**config.mk**
```make
export PLATFORM = sky130hd
export DESIGN_NAME = ilv_ready_seq
export DESIGN_NICKNAME = d
export VERILOG_FILES = /design/src/rtl/ilv_ready_seq.sv
export SDC_FILE = /design/constraint.sdc
export NUM_CORES = 1
export LEC_CHECK = 0
export ABC_AREA = 1
export BUFFER_PORTS_ARGS = -buffer_cell sky130_fd_sc_hd__buf_4
export CORE_UTILIZATION = 30
export CTS_CLUSTER_SIZE = 25
export DETAILED_ROUTE_END_ITERATION = 16
export GPL_TIMING_DRIVEN = 0
export SYNTH_ARGS = -nofsm -noshare
export SYNTH_HDL_FRONTEND = slang
export SYNTH_SLANG_ARGS = --single-unit
```
**constraint.sdc**
```tcl
create_clock -name clk -period 3.62 [get_ports clk]
set_input_delay 0.905 -clock clk [delete_from_list [all_inputs] [get_ports clk]]
set_output_delay 0.905 -clock clk [all_outputs]
set_load 0.01 [all_outputs]
```
**src/rtl/ilv_ready_seq.sv**
```systemverilog
module ilv_ready_seq #(
  parameter int INC_START = 3
) (
  input  logic       clk,
  input  logic       rst,
  input  logic       req,
  input  logic       burst,
  input  logic [1:0] addr_hi,
  input  logic       addr_b2,
  output logic       busy,
  output logic       rdy,
  output logic       inc,
  output logic       rom_cs_n
);

  localparam int CMAX_I = INC_START + 1;
  localparam int CW = $clog2(CMAX_I + 2);
  localparam logic [CW-1:0] K_INC  = CW'(INC_START);
  localparam logic [CW-1:0] K_ODD  = CW'(INC_START + 1);
  localparam logic [CW-1:0] K_ONE  = CW'(1);

  logic [CW-1:0] cnt, nxt, first_rdy;
  logic [1:0]    rom_ph;
  logic          a2q, bq;
  logic          idle, dram_hit, rom_hit, done;

  assign idle      = !busy && (rom_ph == 2'd0);
  assign dram_hit  = (addr_hi == 2'b01);
  assign rom_hit   = (addr_hi == 2'b00);
  assign nxt       = cnt + K_ONE;
  assign first_rdy = a2q ? K_ODD : K_INC;
  assign done      = rdy && !(bq && burst);
  assign rom_cs_n  = rst || (rom_ph == 2'd0);

  always_ff @(posedge clk) begin
    if (rst) begin
      busy   <= 1'b0;
      rdy    <= 1'b0;
      inc    <= 1'b0;
      cnt    <= '0;
      rom_ph <= 2'd0;
      a2q    <= 1'b0;
      bq     <= 1'b0;
    end else if (idle && req && dram_hit) begin
      busy <= 1'b1;
      cnt  <= K_ONE;
      a2q  <= addr_b2;
      bq   <= burst;
    end else if (idle && req && rom_hit) begin
      rom_ph <= 2'd1;
      inc    <= 1'b1;
    end else if (rom_ph == 2'd1) begin
      rom_ph <= 2'd2;
      rdy    <= 1'b1;
    end else if (rom_ph == 2'd2) begin
      rom_ph <= 2'd0;
      rdy    <= 1'b0;
      inc    <= 1'b0;
    end else if (busy) begin
      if (done) begin
        busy <= 1'b0;
        rdy  <= 1'b0;
        inc  <= 1'b0;
      end else begin
        if (cnt != K_ODD) cnt <= nxt;
        rdy <= rdy || (nxt == first_rdy);
        inc <= (nxt == K_INC) || ((nxt > K_INC) && !inc);
      end
    end
  end

  p_dram_start_r2: assert property (@(posedge clk) disable iff (rst)
    idle && req && dram_hit |=> busy && !rdy);

  p_odd_lead_r4: assert property (@(posedge clk) disable iff (rst)
    $rose(rdy) && busy && a2q |-> $past(inc));

  p_single_beat_r5: assert property (@(posedge clk) disable iff (rst)
    rdy && busy && !bq |=> !rdy && !busy);

  p_inc_alt_r7: assert property (@(posedge clk) disable iff (rst)
    busy && inc |=> !inc);

  p_rom_ready_r8: assert property (@(posedge clk) disable iff (rst)
    rom_ph == 2'd1 |=> rdy && inc && !busy);

  p_unmapped_r9: assert property (@(posedge clk) disable iff (rst)
    idle && req && addr_hi[1] |=> !busy && !rdy && rom_cs_n);

endmodule

```
==> qor_table.md <==
| Group | Result | Value |
| --- | --- | --- |
| synth | Number of synthesized register bits | 10 |
| setup path | Data required time at the worst endpoint | 2.71 ns |
| drt | Wl on met1 | 695 µm |
| clock network | Number of buffers on the longest clock path | 2 |
| setup path | Crit path max-delay family | buffers and inverters |
| grt | Number of global-route vias before repair | 595 |
| pwr | Internal cell power | 0.2244 mW |
| clock network | CTS-repair resized insts | 0 |
| setup path | Crit. End Element | output pin |
| drt | Via/cell ratio | 4.542 |
| clock network | Clock latency reported for the late side of the worst-skew pair | 0.26 ns |
| die | Die W | 50.16 µm |
| setup path | Critical Path Source | rst |
| pwr | Sw Pwr | 0.1383 mW |
| run status | Status | complete, no violations |
| hold path | Worst hold path type | reg2reg |
| clock network | Number of buffers inserted by post-CTS setup repair | 0 |
| die | Placeable core area | 0.002191 mm² |
| drt | DRT iter0 DRCs | 14 |
| sta | Period Utilization, post-route | 65.03% |
| setup path | Critical Path AT | 1.45 ns |
| drt | Detailed Route WL | 1.367 mm |
| drt | Total length of routed met3 wires | 58 µm |
| place | Final HPWL DP | 1.095 mm |
| sta | Post-Route Skew | 0.003458 ns |
| grt | First-pass GRT wire length | 2.470 mm |
| pwr | Ratio of total power to cell area | 437.9 mW/mm² |
| synth | Mean area per synthesized cell | 6.754 µm² |
| synth | Sequential cell area fraction in the yosys report | 28.78% |
| finish | Final cell utilization of the core | 37.81% |
| finish | Number of fillers in the final layout | 240 |
| clock network | Cell at the root of the clock tree | sky130_fd_sc_hd__clkbuf_4 |
| pwr | Static power due to leakage | 0.3963 nW |
| pwr | Maximum vdd ir drop | 0.0001773 V |
| die | Effective utilization at floorplan | 31.75% |
| die | Number of primary I/O pins | 11 |
| drt | Count of TritonRoute iterations in the first routing pass | 4 |
| drt | Drt drc | 0 |
| clock network | Clock buffer count from CTS | 3 |
| sta | Max-slew violation count | 0 |
| synth | Post-Syn Nets | 116 |
| synth | Cell Area, Synth | 695.7 µm² |
| synth | Synth unique cells | 18 |
| setup path | Setup crit start kind | input port |
| sta | Count of endpoints failing setup in the final report | 0 |
| pwr | Sw Share | 38.13% |
| sta | Hold Fails Final Rpt | 0 |
| setup path | Count of cells along the worst register-to-register path | 9 |
| setup path | Critical Path Max Stage Delay | 0.27 ns |
| setup path | Biggest fanout along the worst timing path | 6 |
| sta | Final critical path time including I/O delays and setup | 2.354 ns |
| sta | Setup repair after global routing missed its margin | false |
| clock network | Post-CTS Hold Fix Bufs | 0 |
| hold path | Number of cells on the worst hold path | 2 |
| setup path | Buffers & Inverters on Critical Path | 2 |
| sta | Max-slew headroom at the worst pin | 76.90% |
| drt | Top metal layer carrying routed signals | met4 |
| pwr | Combinational share of power | 39.4% |
| clock network | Clk pin slew, worst setup/hold paths | 0.07 ns |
| finish | Diodes inserted | 0 |
| drt | Vias after detailed routing | 654 |
| setup path | Logic depth of the worst setup path including buffers | 3 |
| die | Die area | 0.002516 mm² |
| grt | Total routing usage reported by global routing | 12.94% |
| drt | Post-DRT Antenna Nets | 0 |
| clock network | TritonCTS clock tree | done |
| synth | Warnings, synthesis | 0 |
| grt | Pin count of the biggest net entering global routing | 9 |
| sta | TNS Setup | 0 ns |
| setup path | Worst reg2reg setup slack | 2.20 ns |
| grt | Initial antenna violation count | 0 |
| flow run | MaxCap Viol Count | 0 |
| drt | Routed wl met2 | 590 µm |
| sta | Transition time at the pin with the least slew margin | 0.3460 ns |
| place | Placer's final routability congestion estimate | 0.8735 |
| pwr | Fraction of power consumed by sequential logic | 38.9% |
| sta | Worst hold-check slack | 0.4843 ns |
| die | Y dimension of the die | 50.16 µm |
| place | Quantity of I/O buffers inserted on ports | 10 |
| drt | Wire length per cell after detailed routing | 9.493 µm |
| finish | Layout Nets | 131 |
| setup path | Most used cell along the critical path | sky130_fd_sc_hd__buf_4 |
| setup path | Critical path destination | rom_cs_n |
| finish | Share of layout cells above drive strength 1 | 19.83% |
| finish | P&R area growth vs syn | 19.06% |
| setup path | Critical-path cell with the highest stage delay | sky130_fd_sc_hd__or2_2 |
| clock network | Total number of clock tree sinks | 10 |
| clock network | Number of H-tree levels | 1 |
| sta | Max Clock Freq | 0.4248 GHz |
| setup path | Cells along the critical path | buf_4 > or2_2 > buf_4 |
| setup path | Reg-to-Reg End | cnt[0] |
| die | Site row count | 17 |
| setup path | Worst flop-to-flop path startpoint | rom_ph[0] |
| pwr | Clock share of power | 21.7% |
| pwr | Total power | 0.3627 mW |
| setup path | Category of the most critical setup path | in2out |
| synth | Cells after synthesis | 103 |
| grt | Grt ovf | 0 |
==> metrics by stage <==
step | instance area, µm² | instances | setup WS [ns]
finish | 828.3 | 144 | 1.266
global route | 828.3 | 144 | 1.252
CTS | 828.3 | 144 | 1.261
detailed placement | 805.8 | 141 | 1.261
global placement | 805.8 | 141 | 1.265
floorplan | 695.7 | 103 | 1.522
==> cell usage in the layout (no fill, tap or decap) <==
| master | count |
|---|---|
| sky130_fd_sc_hd__nand2_1 | 27 |
| sky130_fd_sc_hd__inv_1 | 15 |
| sky130_fd_sc_hd__nor2_1 | 14 |
| sky130_fd_sc_hd__dfxtp_1 | 10 |
| sky130_fd_sc_hd__buf_4 | 10 |
| sky130_fd_sc_hd__nand3_1 | 8 |
| sky130_fd_sc_hd__a21oi_1 | 8 |
| sky130_fd_sc_hd__ha_1 | 6 |
| sky130_fd_sc_hd__o21ai_0 | 4 |
| sky130_fd_sc_hd__clkbuf_4 | 3 |
| sky130_fd_sc_hd__nand2_2 | 2 |
| sky130_fd_sc_hd__or2_2 | 1 |
| sky130_fd_sc_hd__nor2_4 | 1 |
| sky130_fd_sc_hd__nand2_4 | 1 |
| sky130_fd_sc_hd__nand3_4 | 1 |
| sky130_fd_sc_hd__a21oi_2 | 1 |
| sky130_fd_sc_hd__nor3_2 | 1 |
| sky130_fd_sc_hd__o21ai_2 | 1 |
| sky130_fd_sc_hd__o21bai_1 | 1 |
| sky130_fd_sc_hd__o21ai_4 | 1 |
==> cells by family after synthesis <==
kind of cell | Yosys count | synth area share (%)
AND/OR/NAND/NOR | 56 | 37.77
AO/OA/AOI/OAI | 16 | 14.57
buffers and inverters | 15 | 8.093
flip-flops | 10 | 28.78
adder cells (fa/ha/maj) | 6 | 10.79
==> Yosys cell counts (all sizes together) <==
library cell / instances / share of area, %
nand3: 9 / 8.3
nand2: 30 / 18
inv: 15 / 8.1
a21oi: 9 / 7.0
dfxtp: 10 / 29
nor3: 1 / 1.4
nor2: 15 / 9.2
o21ai: 6 / 6.5
ha: 6 / 11
o21bai: 1 / 1.1
or2: 1 / 0.90
==> worst reg2reg max path, cell delays in order (launching register included) <==
cell,delay [ns]
sky130_fd_sc_hd__dfxtp_1,0.33
sky130_fd_sc_hd__inv_1,0.08
sky130_fd_sc_hd__ha_1,0.17
sky130_fd_sc_hd__nand2_1,0.11
sky130_fd_sc_hd__nor2_4,0.17
sky130_fd_sc_hd__nand3_4,0.14
sky130_fd_sc_hd__nand2_2,0.14
sky130_fd_sc_hd__nand3_1,0.08
sky130_fd_sc_hd__nand2_1,0.06
sky130_fd_sc_hd__nor2_1,0.04
==> layout make-up <==
type                       count  area [µm²]  area share, %
clock buffer                   3       22.52          2.719
tap                           28       35.03          4.230
sequential                    10       200.2          24.17
inverter                      15       56.30          6.798
timing repair buffer          10       75.07          9.063
multi-input combinational     78       439.2          53.02
==> registers in the layout, indices dropped and copies added, names as in the netlist <==
signal and cells:
a2q 1, bq 1, busy 1, cnt 3, inc 1, rdy 1, rom_ph 2
==> layer usage <==
metal	up-vias	global-route usage [%]
met5	-	0
met3	4	3.636
met1	285	16.33
met2	13	20.22
li1	352	-
met4	0	5.714
==> power by group through the flow <==
stage          sequential [mW]  combinational, mW  clock, mW
2_1_floorplan            0.144              0.104          0
3_3_place_gp             0.143              0.141          0
3_5_place_dp             0.144              0.143          0
4_1_cts                  0.141              0.144     0.0804
5_1_grt                  0.144              0.165     0.0875
6_report                 0.141              0.143     0.0788
==> worst min path at each step <==
| stage | end | slack, ns | start |
|---|---|---|---|
| after detailed placement | bq | 0.47 | bq |
| after CTS | bq | 0.49 | bq |
| after global routing | rom_ph[1] | 0.52 | rom_ph[1] |
| after global placement | bq | 0.46 | bq |
| after floorplan | rom_ph[0] | 0.45 | rom_ph[0] |
| final | bq | 0.48 | bq |
(Power assumes the default switching activity.)
